<file path="src/rtl/nrp_pkg.sv">
package nrp_pkg;
  localparam int SIG_W  = 32;
  localparam int GRD_W  = 7;
  localparam int EXP_W  = 10;
  localparam int FLAG_W = 3;

  typedef enum logic [1:0] {
    RM_NEAREST = 2'd0,
    RM_UP      = 2'd1,
    RM_DOWN    = 2'd2,
    RM_ZERO    = 2'd3
  } rmode_e;
endpackage

</file>
<file path="src/rtl/nrp_norm.sv">
// Normalise to bit SIG_W-1, then denormalise tiny values with a sticky shift.
module nrp_norm #(
  parameter int SIG_W = 32,
  parameter int EXP_W = 10,
  parameter int GRD_W = 7,
  localparam int EW   = EXP_W + 2,
  localparam int LZ_W = $clog2(SIG_W) + 1,
  localparam int SH_W = $clog2(2 * SIG_W)
) (
  input  logic signed [EXP_W-1:0] exp_i,
  input  logic [SIG_W-1:0]        sig_i,
  output logic signed [EW-1:0]    exp_o,
  output logic [SIG_W-1:0]        sig_o,
  output logic                    tiny_o
);
  logic [LZ_W-1:0]         lz;
  logic [SIG_W-1:0]        sig_n;
  logic signed [EW-1:0]    exp_n;
  logic signed [EW-1:0]    neg_e;
  logic [SH_W-1:0]         sh;
  logic [2*SIG_W-1:0]      wide;
  logic [SIG_W-1:0]        sig_d;

  // leading-zero count, highest set bit wins
  always_comb begin
    lz = LZ_W'(SIG_W);
    for (int i = 0; i < SIG_W; i++) begin
      if (sig_i[i]) lz = LZ_W'(SIG_W - 1 - i);
    end
  end

  assign sig_n = sig_i << lz;
  assign exp_n = EW'(exp_i) - EW'($signed({1'b0, lz}));
  assign neg_e = -exp_n;

  // sticky right shift, distances past the window collapse to a sticky 1
  always_comb begin
    if (neg_e > EW'(2 * SIG_W - 1)) sh = SH_W'(2 * SIG_W - 1);
    else                            sh = neg_e[SH_W-1:0];
    wide  = {sig_n, {SIG_W{1'b0}}} >> sh;
    sig_d = wide[2*SIG_W-1:SIG_W] | SIG_W'(|wide[SIG_W-1:0]);
  end

  always_comb begin
    if (exp_n < 0) begin
      exp_o  = '0;
      sig_o  = sig_d;
      tiny_o = |sig_d[GRD_W:0];
    end else begin
      exp_o  = exp_n;
      sig_o  = sig_n;
      tiny_o = 1'b0;
    end
  end
endmodule

</file>
<file path="src/rtl/nrp_round.sv">
// Mode-dependent increment with carry-out correction.
module nrp_round
  import nrp_pkg::*;
#(
  parameter int SIG_W = 32,
  parameter int GRD_W = 7,
  parameter int EW    = 12,
  localparam int LOWW = GRD_W + 1
) (
  input  logic                 sign_i,
  input  rmode_e               mode_i,
  input  logic signed [EW-1:0] exp_i,
  input  logic [SIG_W-1:0]     sig_i,
  output logic signed [EW-1:0] exp_o,
  output logic [SIG_W-1:0]     sig_o,
  output logic                 inexact_o,
  output logic                 incr_zero_o
);
  localparam logic [SIG_W-1:0] HALF = SIG_W'(1) << GRD_W;
  localparam logic [SIG_W-1:0] FULL = (SIG_W'(1) << LOWW) - SIG_W'(1);

  logic [SIG_W-1:0] incr, incr_c, sig_c;
  logic [SIG_W:0]   trial;

  // increment selection
  always_comb begin
    unique case (mode_i)
      RM_NEAREST: incr = sig_i[LOWW] ? HALF : HALF - SIG_W'(1);
      RM_UP:      incr = sign_i ? '0 : FULL;
      RM_DOWN:    incr = sign_i ? FULL : '0;
      default:    incr = '0;
    endcase
  end

  assign trial = {1'b0, sig_i} + {1'b0, incr};

  // carry out of the significand
  always_comb begin
    if (trial[SIG_W]) begin
      exp_o  = exp_i + EW'(1);
      sig_c  = (sig_i >> 1) | {{(SIG_W-1){1'b0}}, sig_i[0]};
      incr_c = incr >> 1;
    end else begin
      exp_o  = exp_i;
      sig_c  = sig_i;
      incr_c = incr;
    end
  end

  assign inexact_o   = |sig_c[LOWW-1:0];
  assign sig_o       = sig_c + incr_c;
  assign incr_zero_o = (incr_c == '0);
endmodule

</file>
<file path="src/rtl/nrp_pack.sv">
// Overflow saturation, underflow decision and additive field packing.
module nrp_pack #(
  parameter int SIG_W = 32,
  parameter int GRD_W = 7,
  parameter int EW    = 12,
  localparam int LOWW   = GRD_W + 1,
  localparam int MANT_W = SIG_W - GRD_W - 2,
  localparam int FLD_W  = SIG_W - 1 - MANT_W,
  localparam int OVF_E  = (1 << FLD_W) - 2
) (
  input  logic                 sign_i,
  input  logic signed [EW-1:0] exp_i,
  input  logic [SIG_W-1:0]     sig_i,
  input  logic                 tiny_i,
  input  logic                 inexact_i,
  input  logic                 incr_zero_i,
  output logic [SIG_W-1:0]     word_o,
  output logic                 ixc_o,
  output logic                 ofc_o,
  output logic                 ufc_o
);
  localparam logic [SIG_W-1:0] MSB_ONLY = SIG_W'(1) << (SIG_W - 1);

  logic [SIG_W-1:0] e_fld, s_fld;

  always_comb begin
    ufc_o = 1'b0;
    if (exp_i >= EW'(OVF_E)) begin
      // saturate or go to infinity
      ofc_o = 1'b1;
      ixc_o = 1'b1;
      if (incr_zero_i) begin
        e_fld = SIG_W'(OVF_E - 1);
        s_fld = ~MSB_ONLY;
      end else begin
        e_fld = SIG_W'(OVF_E + 1);
        s_fld = '0;
      end
    end else begin
      ofc_o = 1'b0;
      ixc_o = inexact_i;
      e_fld = ((sig_i >> LOWW) == '0) ? '0 : SIG_W'(exp_i);
      // underflow needs a tiny, inexact value that stayed below normal
      ufc_o = tiny_i && (e_fld == '0) && !(sig_i > MSB_ONLY);
      s_fld = sig_i >> 1;
    end
    word_o = MSB_ONLY * SIG_W'(sign_i) + (e_fld << MANT_W) + (s_fld >> GRD_W);
  end
endmodule

</file>
<file path="src/rtl/nrp_unit.sv">
module nrp_unit
  import nrp_pkg::*;
#(
  parameter int P_SIG_W = SIG_W,
  parameter int P_EXP_W = EXP_W,
  parameter int P_GRD_W = GRD_W,
  localparam int EW     = P_EXP_W + 2,
  localparam int MANT_W = P_SIG_W - P_GRD_W - 2,
  localparam int FLD_W  = P_SIG_W - 1 - MANT_W,
  localparam int INF_E  = (1 << FLD_W) - 1
) (
  input  logic                      clk,
  input  logic                      rst,
  input  logic                      in_valid,
  input  logic                      in_sign,
  input  logic signed [P_EXP_W-1:0] in_exp,
  input  logic [P_SIG_W-1:0]        in_sig,
  input  logic [1:0]                in_mode,
  input  logic [FLAG_W-1:0]         in_exc,
  output logic                      out_valid,
  output logic [P_SIG_W-1:0]        out_word,
  output logic                      out_ixc,
  output logic                      out_ofc,
  output logic                      out_ufc
);
  localparam logic [P_SIG_W-2:0] INF_BITS = {{FLD_W{1'b1}}, {MANT_W{1'b0}}};
  localparam logic [P_SIG_W-2:0] MAX_BITS = {{(FLD_W-1){1'b1}}, 1'b0, {MANT_W{1'b1}}};

  logic signed [EW-1:0] n_exp, r_exp;
  logic [P_SIG_W-1:0]   n_sig, r_sig, p_word, byp_word, nxt_word;
  logic                 n_tiny, r_inx, r_iz, p_ixc, p_ofc, p_ufc;
  logic                 bypass, is_zero;
  logic [FLAG_W-1:0]    nxt_flags;

  nrp_norm #(.SIG_W(P_SIG_W), .EXP_W(P_EXP_W), .GRD_W(P_GRD_W)) u_norm (
    .exp_i(in_exp), .sig_i(in_sig), .exp_o(n_exp), .sig_o(n_sig), .tiny_o(n_tiny)
  );

  nrp_round #(.SIG_W(P_SIG_W), .GRD_W(P_GRD_W), .EW(EW)) u_round (
    .sign_i(in_sign), .mode_i(rmode_e'(in_mode)), .exp_i(n_exp), .sig_i(n_sig),
    .exp_o(r_exp), .sig_o(r_sig), .inexact_o(r_inx), .incr_zero_o(r_iz)
  );

  nrp_pack #(.SIG_W(P_SIG_W), .GRD_W(P_GRD_W), .EW(EW)) u_pack (
    .sign_i(in_sign), .exp_i(r_exp), .sig_i(r_sig), .tiny_i(n_tiny),
    .inexact_i(r_inx), .incr_zero_i(r_iz),
    .word_o(p_word), .ixc_o(p_ixc), .ofc_o(p_ofc), .ufc_o(p_ufc)
  );

  // special inputs skip rounding
  assign bypass   = (in_exp == P_EXP_W'(INF_E)) && ((in_sig == '0) || (in_exc != '0));
  assign is_zero  = (in_sig == '0);
  assign byp_word = {in_sign, {(P_SIG_W-1){1'b0}}}
                  + (P_SIG_W'(in_exp[FLD_W-1:0]) << MANT_W)
                  + (in_sig >> P_GRD_W);

  always_comb begin
    if (bypass) begin
      nxt_word  = byp_word;
      nxt_flags = in_exc;
    end else if (is_zero) begin
      nxt_word  = {in_sign, {(P_SIG_W-1){1'b0}}};
      nxt_flags = in_exc;
    end else begin
      nxt_word  = p_word;
      nxt_flags = in_exc | {p_ufc, p_ofc, p_ixc};
    end
  end

  // single output register stage
  always_ff @(posedge clk) begin
    if (rst) begin
      out_valid <= 1'b0;
      out_word  <= '0;
      out_ixc   <= 1'b0;
      out_ofc   <= 1'b0;
      out_ufc   <= 1'b0;
    end else begin
      out_valid <= in_valid;
      if (in_valid) begin
        out_word                    <= nxt_word;
        {out_ufc, out_ofc, out_ixc} <= nxt_flags;
      end
    end
  end

  a_r2_valid_latency: assert property (@(posedge clk) disable iff (rst)
    in_valid |=> out_valid);

  a_r2_idle_hold: assert property (@(posedge clk) disable iff (rst)
    !in_valid |=> !out_valid && $stable(out_word));

  a_r3_inf_bypass: assert property (@(posedge clk) disable iff (rst)
    in_valid && in_exp == P_EXP_W'(INF_E) && in_sig == '0
    |=> out_word[P_SIG_W-2:0] == INF_BITS && out_word[P_SIG_W-1] == $past(in_sign));

  a_r4_zero_result: assert property (@(posedge clk) disable iff (rst)
    in_valid && in_sig == '0 && in_exp != P_EXP_W'(INF_E)
    |=> out_word[P_SIG_W-2:0] == '0 && {out_ufc, out_ofc, out_ixc} == $past(in_exc));

  a_r10_ovf_value: assert property (@(posedge clk) disable iff (rst)
    out_valid && out_ofc && $past(in_exc) == '0
    |-> out_word[P_SIG_W-2:0] == INF_BITS || out_word[P_SIG_W-2:0] == MAX_BITS);

  a_r10_ovf_inexact: assert property (@(posedge clk) disable iff (rst)
    out_valid && out_ofc && $past(in_exc) == '0 |-> out_ixc);

  a_r11_ufc_inexact: assert property (@(posedge clk) disable iff (rst)
    out_valid && out_ufc && $past(in_exc) == '0 |-> out_ixc);
endmodule

</file>
<file path="config.mk">
export PLATFORM = sky130hd
export DESIGN_NAME = nrp_unit
export DESIGN_NICKNAME = d
export VERILOG_FILES = /design/src/rtl/nrp_pkg.sv /design/src/rtl/nrp_norm.sv /design/src/rtl/nrp_round.sv /design/src/rtl/nrp_pack.sv /design/src/rtl/nrp_unit.sv
export SDC_FILE = /design/constraint.sdc
export NUM_CORES = 1
export LEC_CHECK = 0
export ABC_AREA = 1
export ABC_CLOCK_PERIOD_IN_PS = 13900
export BUFFER_PORTS_ARGS = -buffer_cell sky130_fd_sc_hd__buf_2
export CORE_ASPECT_RATIO = 0.9
export CORE_MARGIN = 4
export CORE_UTILIZATION = 40
export DETAILED_ROUTE_END_ITERATION = 7
export GPL_TIMING_DRIVEN = 0
export HOLD_SLACK_MARGIN = 0.08
export SLEW_MARGIN = 20
export SYNTH_ARGS = -nofsm -noshare
export SYNTH_HDL_FRONTEND = slang
export SYNTH_SLANG_ARGS = --single-unit
</file>
<file path="constraint.sdc">
create_clock -name clk -period 13.9 [get_ports clk]
set_input_delay 2.085 -clock clk [delete_from_list [all_inputs] [get_ports clk]]
set_output_delay 2.085 -clock clk [all_outputs]
set_load 0.01 [all_outputs]
</file>
Yosys cells after proc, flatten, opt, wreduce, memory -nomap -nowiden --
Index checks and enable logic that the tools add are counted.
Word-level totals: flip-flop bits (word level) 36, input port bits 51, output and inout port bits 36, word-level logic and storage cells 95
Cells by class: $add $sub $neg 9, order comparisons 4, eq/ne operators 3, shift-type cells 2, multiplexer cells 55, bitwise operators 3, reduce and logical (&&, ||, !) cells 14
Operator list (count):
- 6-bit two-way mux | 33
- 32-bit two-way mux | 6
- 32-bit zero test | 4
- 32-bit one-hot mux with 3 select lines | 1
- 32-bit adder | 2
- 64-bit by 6-bit >> shifter with 64-bit output | 1
- 31-bit two-way mux | 2
- 32-bit by 32-bit adder with 33-bit output | 1
- 32-bit by 24-bit adder with 32-bit output | 1
- 32-bit by 25-bit adder with 32-bit output | 1
- 32-bit by 31-bit adder with 32-bit output | 1
- 32-bit > comparator (second input constant) | 1
- 32-bit by 1-bit bitwise OR with 32-bit output | 1
- 32-bit OR reduction | 1
- 32-bit by 6-bit << shifter with 32-bit output | 1
- 31-bit by 1-bit bitwise OR with 31-bit output | 1
- 12-bit two-way mux | 2
- 8-bit two-way mux | 3
- 8-bit OR reduction | 2
- 12-bit by 2-bit adder with 12-bit output (second input constant) | 1
- 12-bit by 9-bit greater-or-equal comparator with 1-bit output (second input constant) | 1
- 12-bit by 7-bit > comparator with 1-bit output (second input constant) | 1
- 11-bit negator with 12-bit output | 1
- 11-bit by 1-bit less-than comparator with 1-bit output (second input constant) | 1
- other kinds (14) | 20

Logic depth before layout (Yosys ltp) --
Gate-level depths: netlist of the first run.
word-level depth 54, gate-level depth with buffers 107, gate-level depth less buffers 105

Modules after synthesis --
From an unflattened synthesis of the first run, not the netlist that was laid out.
Second synthesis, totals: cells, all modules 2038, area total of the unflattened synthesis 10608.9 µm²
By module, submodules not included:
- nrp_norm | times used 1, cells an instance 1146, area each 5511.5 µm², seq. area each 0.0 µm²
- nrp_unit | times used 1, cells an instance 348, area each 2322.2 µm², seq. area each 720.7 µm²
- nrp_round | times used 1, cells an instance 378, area each 1981.9 µm², seq. area each 0.0 µm²
- nrp_pack | times used 1, cells an instance 166, area each 793.3 µm², seq. area each 0.0 µm²

Worst setup path after synthesis of the first run --
Ideal clock, no wire load.
path kind input to register, from input in_sig[1], to register out_word[31], setup time 117 ps, arrival 11791 ps, required time 13783 ps, setup slack 1992 ps, stages 95, path buffers 3, cell sequence inv_2 nand2_1 nand2_1 nand2_1 nand2_1 nand2_1 nand2_1 nand2_1 nand2_1 nand2_1 nand2_1 nand2_1 nand2_1 nand2_1 nand2_1 nand2_1 nand2_1 nand2_1 [... 59 more ...] nand3_1 xor2_1 nor2_1 nand2_1 nor2_1 nand2_1 nor2_2 nand4_4 nand2_1 nand2_1 ha_1 ha_1 inv_1 nor2_2 nand4_1 a21oi_1 nor2_1 nor2_1
Between the ends: cells in the longest elaborated chain, start to end 50
Ends and longest elaborated chain:
- start, declared | line nrp_unit.sv:17 | input logic [P_SIG_W-1:0] in_sig,
- 6-bit two-way mux (31 in series) | line nrp_norm.sv:28 | if (sig_i[i]) lz = LZ_W'(SIG_W - 1 - i);
- 10-bit by 7-bit subtractor with 11-bit output | line nrp_norm.sv:33 | assign exp_n = EW'(exp_i) - EW'($signed({1'b0, lz}));
- 11-bit negator with 12-bit output | line nrp_norm.sv:34 | assign neg_e = -exp_n;
- 12-bit by 7-bit > comparator with 1-bit output | line nrp_norm.sv:38 | if (neg_e > EW'(2 * SIG_W - 1)) sh = SH_W'(2 * SIG_W - 1);
- 6-bit two-way mux | line nrp_norm.sv:38
- 64-bit by 6-bit >> shifter with 64-bit output | line nrp_norm.sv:40 | wide = {sig_n, {SIG_W{1'b0}}} >> sh;
- 32-bit by 1-bit bitwise OR with 32-bit output | line nrp_norm.sv:41 | sig_d = wide[2*SIG_W-1:SIG_W] | SIG_W'(|wide[SIG_W-1:0]);
- 32-bit two-way mux | line nrp_norm.sv:45 | if (exp_n < 0) begin
- [... 4 more ...]
- 32-bit adder | line nrp_round.sv:51 | assign sig_o = sig_c + incr_c;
- 32-bit zero test | line nrp_pack.sv:42 | e_fld = ((sig_i >> LOWW) == '0) ? '0 : SIG_W'(exp_i);
- 32-bit two-way mux | line nrp_pack.sv:42
- 9-bit two-way mux | line nrp_pack.sv:28 | if (exp_i >= EW'(OVF_E)) begin
- 32-bit adder | line nrp_pack.sv:47 | word_o = MSB_ONLY * SIG_W'(sign_i) + (e_fld << MANT_W) + (s_fld >> GRD_W);
- 32-bit by 24-bit adder with 32-bit output | line nrp_pack.sv:47
- 32-bit two-way mux | line nrp_unit.sv:61 | end else if (is_zero) begin
- 32-bit two-way mux (*) | line nrp_unit.sv:58 | if (bypass) begin
- end signal, assigned | line nrp_unit.sv:81 | out_word <= nxt_word;
- end, declared | line nrp_unit.sv:21 | output logic [P_SIG_W-1:0] out_word,
Mark *: on every way between the ends. The rest lies on a longest branch, timed or not. A chain may end at the register's enable or synchronous reset.

Worst setup path after layout of the first run --
from input in_sig[0], to register out_word[31]
Between the ends: cells in the longest elaborated chain, start to end 51
Ends and longest elaborated chain (line):
- 6-bit two-way mux (32 in series) | nrp_norm.sv:28
- 10-bit by 7-bit subtractor with 11-bit output | nrp_norm.sv:33
- 11-bit negator with 12-bit output | nrp_norm.sv:34
- 12-bit by 7-bit > comparator with 1-bit output | nrp_norm.sv:38
- 6-bit two-way mux | nrp_norm.sv:38
- 64-bit by 6-bit >> shifter with 64-bit output | nrp_norm.sv:40
- 32-bit by 1-bit bitwise OR with 32-bit output | nrp_norm.sv:41
- 32-bit two-way mux | nrp_norm.sv:45
- [... 4 more ...]
- 32-bit adder | nrp_round.sv:51
- 32-bit zero test | nrp_pack.sv:42
- 32-bit two-way mux | nrp_pack.sv:42
- 9-bit two-way mux | nrp_pack.sv:28
- 32-bit adder | nrp_pack.sv:47
- 32-bit by 24-bit adder with 32-bit output | nrp_pack.sv:47
- 32-bit two-way mux | nrp_unit.sv:61
- 32-bit two-way mux (*) | nrp_unit.sv:58
Marked as above.

==> results of run 1 <==
through the flow:
stage	util [%]	setup TNS, ns	worst slack [ns]
6_report	46.0	0	0.978
4_1_cts	45.0	0	0.0149
3_5_place_dp	44.3	-3.68	-0.536
3_3_place_gp	44.3	-2.55	-0.392
5_1_grt	46.0	-0.0109	-0.0109
2_1_floorplan	-	0	1.99
area by class of cell:
| type | count | area (um2) |
|---|---|---|
| flip-flops and latches | 36 | 721 |
| clock buffers | 8 | 146 |
| fillers | 2585 | 12200 |
| multi-input cells | 1493 | 7640 |
| plain buffers | 86 | 444 |
| well taps | 297 | 372 |
| repair buffers | 94 | 493 |
| inverters | 153 | 574 |
sequential cells by signal, indices dropped and copies added (netlist names):
name / cells
out_word: 32
out_ixc: 1
out_ofc: 1
out_ufc: 1
out_valid: 1
how the worst max path moves through the flow:
| stage | startpoint | end | slack (ns) | cells past startpoint |
|---|---|---|---|---|
| after floorplan | in_sig[1] | out_word[31] | 1.99 | 95 |
| after detailed placement | in_sig[0] | out_word[27] | -0.54 | 78 |
| after global placement | in_sig[0] | out_word[27] | -0.39 | 76 |
| final | in_sig[0] | out_word[31] | 0.98 | 67 |
| after CTS | in_sig[4] | out_word[27] | 0.01 | 72 |
| after global routing | in_sig[1] | out_word[31] | -0.01 | 98 |
placed cells by master, fill, tap and decap left out, types with 13 or more instances in the layout:
cell type    n
nand2_1    585
nand3_1    407
inv_1      121
nor2_1     113
buf_2      110
o21ai_0     48
nand4_1     39
clkbuf_1    38
dfxtp_1     36
xor2_1      31
o21ai_1     30
inv_2       29
a21oi_1     28
a31oi_1     26
ha_1        26
nor3_1      20
o21ai_2     14
nand3_2     13
logic make-up (layout without fill, tap and decap cells):
group,after synthesis,count (layout),share of synthesized area [%]
fa+ha+maj,30,30,4.32
compound gates,193,193,13.0
buf+inv,241,341,10.9
simple gates,1227,1227,59.9
xor+xnor,43,43,4.09
flops,36,36,7.83
worst max-delay path: cells and delay by family:
kind                     cells  cell delay, ns
AND/OR/NAND/NOR             33            4.61
XOR/XNOR                     2            0.54
adder cells (fa/ha/maj)      4            1.13
buffers and inverters       11            1.88
AO/OA/AOI/OAI               17            2.85
repair_timing:
item,4_1_cts,5_1_grt
setup endpoints to repair,8,12
gates resized for setup,2,63
pin swaps,0,4
setup buffers,0,9
routing by layer:
layer	global-route usage, %	wire length [um]	vias to the layer above
met4	6.80	924	0
met5	0	0	-
li1	-	-	6157
met1	40.1	17000	5839
met2	46.1	17700	624
met3	7.79	4390	78
power by group through the flow:
stage	Combinational [mW]	Sequential, mW	Clock, mW
finish	0.711	0.118	0.111
global route	0.781	0.118	0.116
CTS	0.672	0.117	0.111
detailed placement	0.669	0.119	0
floorplan	0.469	0.123	0
global placement	0.666	0.119	0
==> results_dict.tcl, run 1 <==
set metrics [dict create \
    fin_hold_ws_ns 0.487 \
    synth_cells 1770 \
    p_per_area_nw_per_um2 90.5 \
    slowest_delay_ns 0.73 \
    clk_pin_slew_ns 0.05 \
    via_per_inst 5.86 \
    crit_type "in -> reg" \
    p_switching_uw 540 \
    pwr-share-clk_pct 11.8 \
    hold_viol_final 0 \
    gp_congestion 1.04 \
    synth.distinct_cells 62 \
    synth-main-ff-cell "dfxtp_1" \
    yosysSeqAreaShare_pct 7.83 \
    synth_commonest_cells "nand2_1 (586), nand3_1 (407), inv_1 (121), nor2_1 (115), o21ai_0 (53)" \
    grt_max_degree 17 \
    min_to "out_word[23]" \
    slowest_stage "nor3_1" \
    async_flop_share_pct 0 \
    combPwrFrac_pct 75.7 \
    initial_core_util_pct 40.8 \
    rrSetupSlack_ns 13.19 \
    syn_area_per_cell_um2 5.20 \
    first_pass_iters 6 \
    netlist.area_leader.share_pct 23.9 \
    die_area_um2 25500 \
    cts-htree-levels 2 \
    crit_required_ns 14.11 \
    dieWidth_um 168 \
    rr_startpoint "out_word[3]" \
    sw_frac_of_total_pct 57.5 \
    clock-sinks 36 \
    fp.coreArea_um2 22600 \
    leakagePower_nw 5.23 \
    path_max_fanout 10 \
    placed_cells 2152 \
    die_h_um 152 \
    drv_cap 0 \
    overflow 0 \
    relSlewSlack_pct 42.5 \
    synthesis.area_um2 9210 \
    syn_nets 1851 \
    tightest_slew_ns 0.856 \
    min_delay_path_depth 2 \
    cts_tree "yes" \
    path_common_cell "nand2_1" \
    p_total_uw 940 \
    vdd_drop_max_mv 0.0742 \
    hp-class "reg -> reg" \
    cp-end-kind "flop" \
    drive_above_1_share_pct 14.0 \
    reg2regPathDepth 2 \
    yosys_register_bits 36 \
    grt_pass1_wl_um 61300 \
    routed_wl_um 40000 \
    yosysMostFrequentCell "nand2_1" \
    slew_violations 0 \
    timing.fmax_mhz 77.4 \
    grt_util_all_layers_pct 29.3 \
    post_dp_cell_area_um2 10000 \
    final_nets 1950 \
    synth.area.top_cells "nand2_1 (24%), nand3_1 (22%), dfxtp_1 (7.8%), inv_1 (4.9%), nor2_1 (4.7%)" \
    min_period_over_period_pct 93.0 \
    synth_edf_count 0 \
    numCtsBuffers 5 \
    syn2layout_area_growth_pct 12.9 \
    portBuffers 85 \
    design.portCount 87 \
    yosys.area.top_type "nand2_1" \
    rows 52 \
    r2r_end "out_word[3]" \
    drtIter0Drc 1505 \
    n_antenna_cell 0 \
    cts_max_path_buffers 2 \
    arrival_ns 13.14 \
    intPower_uw 400 \
    drc 0 \
    grt_pass1_vias 11630 \
    antenna_found_initial 0 \
    stdcell_area_um2 10400 \
    hold_start "out_word[23]" \
    clk_latency_ns 0.27 \
    start_kind "input port" \
    setup_viol 0 \
    final_cells 2167 \
    cts-root-buf "clkbuf_16" \
    pwr-share-seq_pct 12.5 \
    dp_hpwl_um 33300 \
    status "finished clean" \
    holdBufCountCts 0 \
    finalClockSkew_ns 0 \
    wl_per_cell_um 18.5 \
    ys_warn_count 0 \
    fin_crit_ns 12.92 \
    drtAntennaViolNets 0 \
    num_vias 12698 \
]
No activity file was read; power rests on OpenSTA's default activity.
==> inputs of run 2 (changes only) <==
- BUFFER_PORTS_ARGS: -buffer_cell sky130_fd_sc_hd__buf_2 -> -buffer_cell sky130_fd_sc_hd__clkbuf_2
- SETUP_SLACK_MARGIN: unset -> 0.4
==> results_dict.tcl, run 2 (synthesized netlist as in run 1, its figures left out) <==
set metrics [dict create \
    n_antenna_cell 0 \
    grt_util_all_layers_pct 30.5 \
    slowest_delay_ns 0.40 \
    path_max_fanout 10 \
    num_vias 12814 \
    drv_cap 0 \
    rsz0062_at_grt "false" \
    design.portCount 87 \
    gp_congestion 1.01 \
    antenna_found_initial 0 \
    stdcell_area_um2 10800 \
    cp-end-kind "flop" \
    dp_hpwl_um 34200 \
    via_per_inst 5.88 \
    grt_max_degree 11 \
    syn2layout_area_growth_pct 17.6 \
    wl_per_cell_um 19.1 \
    leakagePower_nw 5.38 \
    vdd_drop_max_mv 0.0592 \
    final_cells 2181 \
    slowest_stage "a21oi_1" \
    drc 0 \
    grt_pass1_wl_um 63600 \
    mostFrequentLayoutCells "nand2_1 (579), nand3_1 (394), inv_1 (120)" \
    post_dp_cell_area_um2 10000 \
    drtAntennaViolNets 0 \
    finalClockSkew_ns 0 \
    hp-class "reg -> reg" \
    fin_crit_ns 12.65 \
    hold_viol_final 0 \
    drtIter0Drc 1615 \
    cts-htree-levels 2 \
    min_period_over_period_pct 91.0 \
    placed_cells 2152 \
    drive_above_1_share_pct 17.6 \
    clock-sinks 36 \
    timing.fmax_mhz 79.0 \
    final_nets 1965 \
    initial_core_util_pct 40.8 \
    fin_hold_ws_ns 0.485 \
    dieWidth_um 168 \
    tightest_slew_ns 0.928 \
    path_common_cell "nand2_1" \
    die_area_um2 25500 \
    first_pass_iters 6 \
    fin_tns_setup_ns 0 \
    clk_pin_slew_ns 0.05 \
    cts_tree "yes" \
    relSlewSlack_pct 37.5 \
    final_common_cell "nand2_1" \
    die_h_um 152 \
    setup_slack_ns 1.25 \
    setup_viol 0 \
    overflow 0 \
    numCtsBuffers 5 \
    cts-root-buf "clkbuf_16" \
    cts_max_path_buffers 2 \
    rows 52 \
    crit_type "in -> reg" \
    routed_wl_um 41600 \
    crit_required_ns 14.07 \
    status "finished clean" \
    arrival_ns 12.83 \
    start_kind "input port" \
    portBuffers 85 \
    largest_reg_flops 32 \
    fp.coreArea_um2 22600 \
    pre_cts_slack_ns -0.689 \
    grt_pass1_vias 11545 \
    clk_latency_ns 0.28 \
    slew_violations 0 \
    holdBufCountCts 0 \
    p_per_area_nw_per_um2 91.3 \
    top_register "out_word" \
]
==> run 2: changes by cell type in the layout (fill, tap and decap cells not counted), sizes merged <==
cell / previous run / this run
buf: 133 / 67
clkbuf: 55 / 135
==> run 2: area by class of cell <==
type	count	area, um2
fill	2574	11700
sequential	36	721
timing repair buffer	107	594
inverter	153	577
multi-input combinational	1493	7920
clock buffer	7	153
buffer	88	489
tap	297	372
==> run 2: metrics by stage <==
step	power, mW	utilization, %
after floorplan	0.593	-
after global routing	1.06	48.0
after CTS	0.918	45.3
after detailed placement	0.797	44.3
final	0.989	48.0
after global placement	0.797	44.3
==> run 2: power by group <==
group	internal, mW	total (mW)	switching [mW]
clock network	0.0752	0.117	0.0417
logic	0.234	0.754	0.520
registers	0.113	0.118	0.00506
total	0.422	0.989	0.567
==> run 2: worst max-delay path, delay by kind of cell <==
| kind | cells | cell delay (ns) |
|---|---|---|
| and+or+nand+nor | 40 | 3.80 |
| adders and majority gates | 6 | 1.51 |
| AOI/OAI and AO/OA | 18 | 3.48 |
| buffers and inverters | 12 | 1.61 |
| xor gates and xnor gates | 2 | 0.32 |
==> run 2: timing repair <==
item	4_1_cts	5_1_grt
gates resized for setup	17	132
pin swaps	2	19
endpoints found under the setup margin	10	15
setup buffers	3	19
==> run 2: final timing paths <==
kind	cells past startpoint	slack [ns]	start	to
max reg2reg	2	13.20	out_word[1]	out_word[1]
min	2	0.49	out_word[23]	out_word[23]
max	78	1.25	in_sig[0]	out_word[31]
min reg2reg	2	0.49	out_word[23]	out_word[23]
==> run 2: per-layer routing <==
layer	track usage, %	wire (um)	up-vias
li1	-	-	6181
met1	44.3	18400	5938
met2	49.1	18600	629
met3	3.90	3690	66
met4	5.26	779	0
met5	0	0	-
==> inputs of run 3 (changes only) <==
- REMOVE_ABC_BUFFERS: unset -> 1
==> results_dict.tcl, run 3 (synthesized netlist as in run 1, its figures left out) <==
set metrics [dict create \
    drv_cap 0 \
    first_pass_iters 6 \
    cts-htree-levels 2 \
    routed_wl_um 37700 \
    slowest_delay_ns 0.42 \
    crit_type "in -> reg" \
    die_h_um 152 \
    relSlewSlack_pct 29.8 \
    holdBufCountCts 0 \
    fin_tns_setup_ns 0 \
    via_per_inst 5.82 \
    fin_crit_ns 12.76 \
    dieWidth_um 168 \
    overflow 0 \
    path_max_fanout 34 \
    numCtsBuffers 5 \
    reg2regPathDepth 2 \
    rr_startpoint "out_word[11]" \
    hp-class "reg -> reg" \
    drtIter0Drc 1467 \
    cts_max_path_buffers 2 \
    status "finished clean" \
    min_period_over_period_pct 91.8 \
    top_register "out_word" \
    mostFrequentLayoutCells "nand2_1 (575), nand3_1 (407), inv_1 (115)" \
    finalClockSkew_ns 0 \
    crit_required_ns 14.11 \
    wl_per_cell_um 17.8 \
    drtAntennaViolNets 0 \
    rsz0062_at_grt "false" \
    fillerInstances 2508 \
    p_per_area_nw_per_um2 88.9 \
    clk_latency_ns 0.27 \
    fin_hold_ws_ns 0.488 \
    r2r_end "out_word[11]" \
    largest_reg_flops 32 \
    grt_pass1_wl_um 57200 \
    antenna_found_initial 0 \
    min_to "out_word[23]" \
    setup_viol 0 \
    start_kind "input port" \
    final_nets 1906 \
    path_common_cell "nand2_1" \
    cts_tree "yes" \
    n_antenna_cell 0 \
    timing.fmax_mhz 78.4 \
    initial_core_util_pct 40.8 \
    rows 52 \
    portBuffers 86 \
    cp-end-kind "flop" \
    hold_start "out_word[23]" \
    tightest_slew_ns 1.05 \
    clock-sinks 36 \
    cts-root-buf "clkbuf_16" \
    leakagePower_nw 5.26 \
    min_delay_path_depth 2 \
    rrSetupSlack_ns 13.18 \
    clk_pin_slew_ns 0.05 \
    p_total_uw 939 \
    num_vias 12353 \
    grt_max_degree 64 \
    syn2layout_area_growth_pct 14.8 \
    arrival_ns 12.97 \
    final_common_cell "nand2_1" \
    slowest_stage "fa_1" \
    fp.coreArea_um2 22600 \
    dp_hpwl_um 28600 \
    gp_congestion 1.01 \
    drc 0 \
    hold_viol_final 0 \
    grt_util_all_layers_pct 26.8 \
    drive_above_1_share_pct 15.3 \
    slew_violations 0 \
    die_area_um2 25500 \
    vdd_drop_max_mv 0.112 \
    post-route-util_pct 46.8 \
    grt_pass1_vias 10673 \
    design.portCount 87 \
]
[run 3: cell count changes in the layout (fill, tap and decap cells not counted), sizes merged]
cell      delta
clkbuf      -41
buf         -26
clkinvlp     +4
nand2        +4
inv          -2
a31oi        +1
clkinv       +1
[run 3: how the worst max path moves through the flow]
| stage | startpoint | slack [ns] | cells past startpoint | end |
|---|---|---|---|---|
| 6_report | in_sig[0] | 1.14 | 77 | out_word[31] |
| 5_1_grt | in_sig[1] | 0.24 | 97 | out_word[31] |
| 4_1_cts | in_sig[1] | 0.44 | 90 | out_word[31] |
| 3_5_place_dp | in_sig[1] | -2.55 | 98 | out_word[31] |
| 3_3_place_gp | in_sig[4] | -8.03 | 69 | out_word[31] |
| 2_1_floorplan | in_sig[4] | -2.12 | 68 | out_word[31] |
[run 3: power by group]
group	leakage, nW	internal (mW)	switching [mW]
combinational	4.89	0.229	0.489
sequential	0.299	0.113	0.00438
clock	0.0667	0.0651	0.0399
total	5.26	0.407	0.533
[run 3: layout make-up]
cell class	instances	area, um2	share of cell area (%)
Timing Repair Buffer	129	848	8.02
Timing Repair inverter	2	15.0	0.142
Sequential cell	36	721	6.82
Tap cell	297	372	3.52
Clock buffer	6	129	1.22
Inverter	153	617	5.84
Multi-Input combinational cell	1498	7870	74.4
Clock inverter	1	5.00	0.0473
[run 3: metal layers]
layer | track usage, % | up-vias | wire (um)
met5 | 0 | - | 0
met4 | 6.30 | 0 | 877
met3 | 2.75 | 55 | 3910
met2 | 40.8 | 647 | 15900
met1 | 40.3 | 5583 | 17000
li1 | - | 6068 | -
[run 3: per-stage QoR]
step	std cells	worst slack, ns	cell area [um2]
after floorplan	1682	-2.12	8780
after global routing	2122	0.245	10600
after detailed placement	2069	-2.55	9710
after global placement	2065	-8.03	9580
final	2122	1.14	10600
after CTS	2089	0.440	10100
[run 3: timing repair]
action                     in CTS  in global routing
resized for setup              29                 54
pin swaps                       6                 13
setup buffers                  10                 27
hold endpoints to repair        0                  0
cloned                          3                  6
setup endpoints to repair      33                 10
[run 3: critical path, delay by kind of cell]
kind / cells / cell delay (ns)
and+or+nand+nor: 41 / 4.14
AOI/OAI and AO/OA: 18 / 3.34
adders and majority gates: 6 / 1.58
buffers and inverters: 10 / 1.41
xor gates and xnor gates: 2 / 0.36
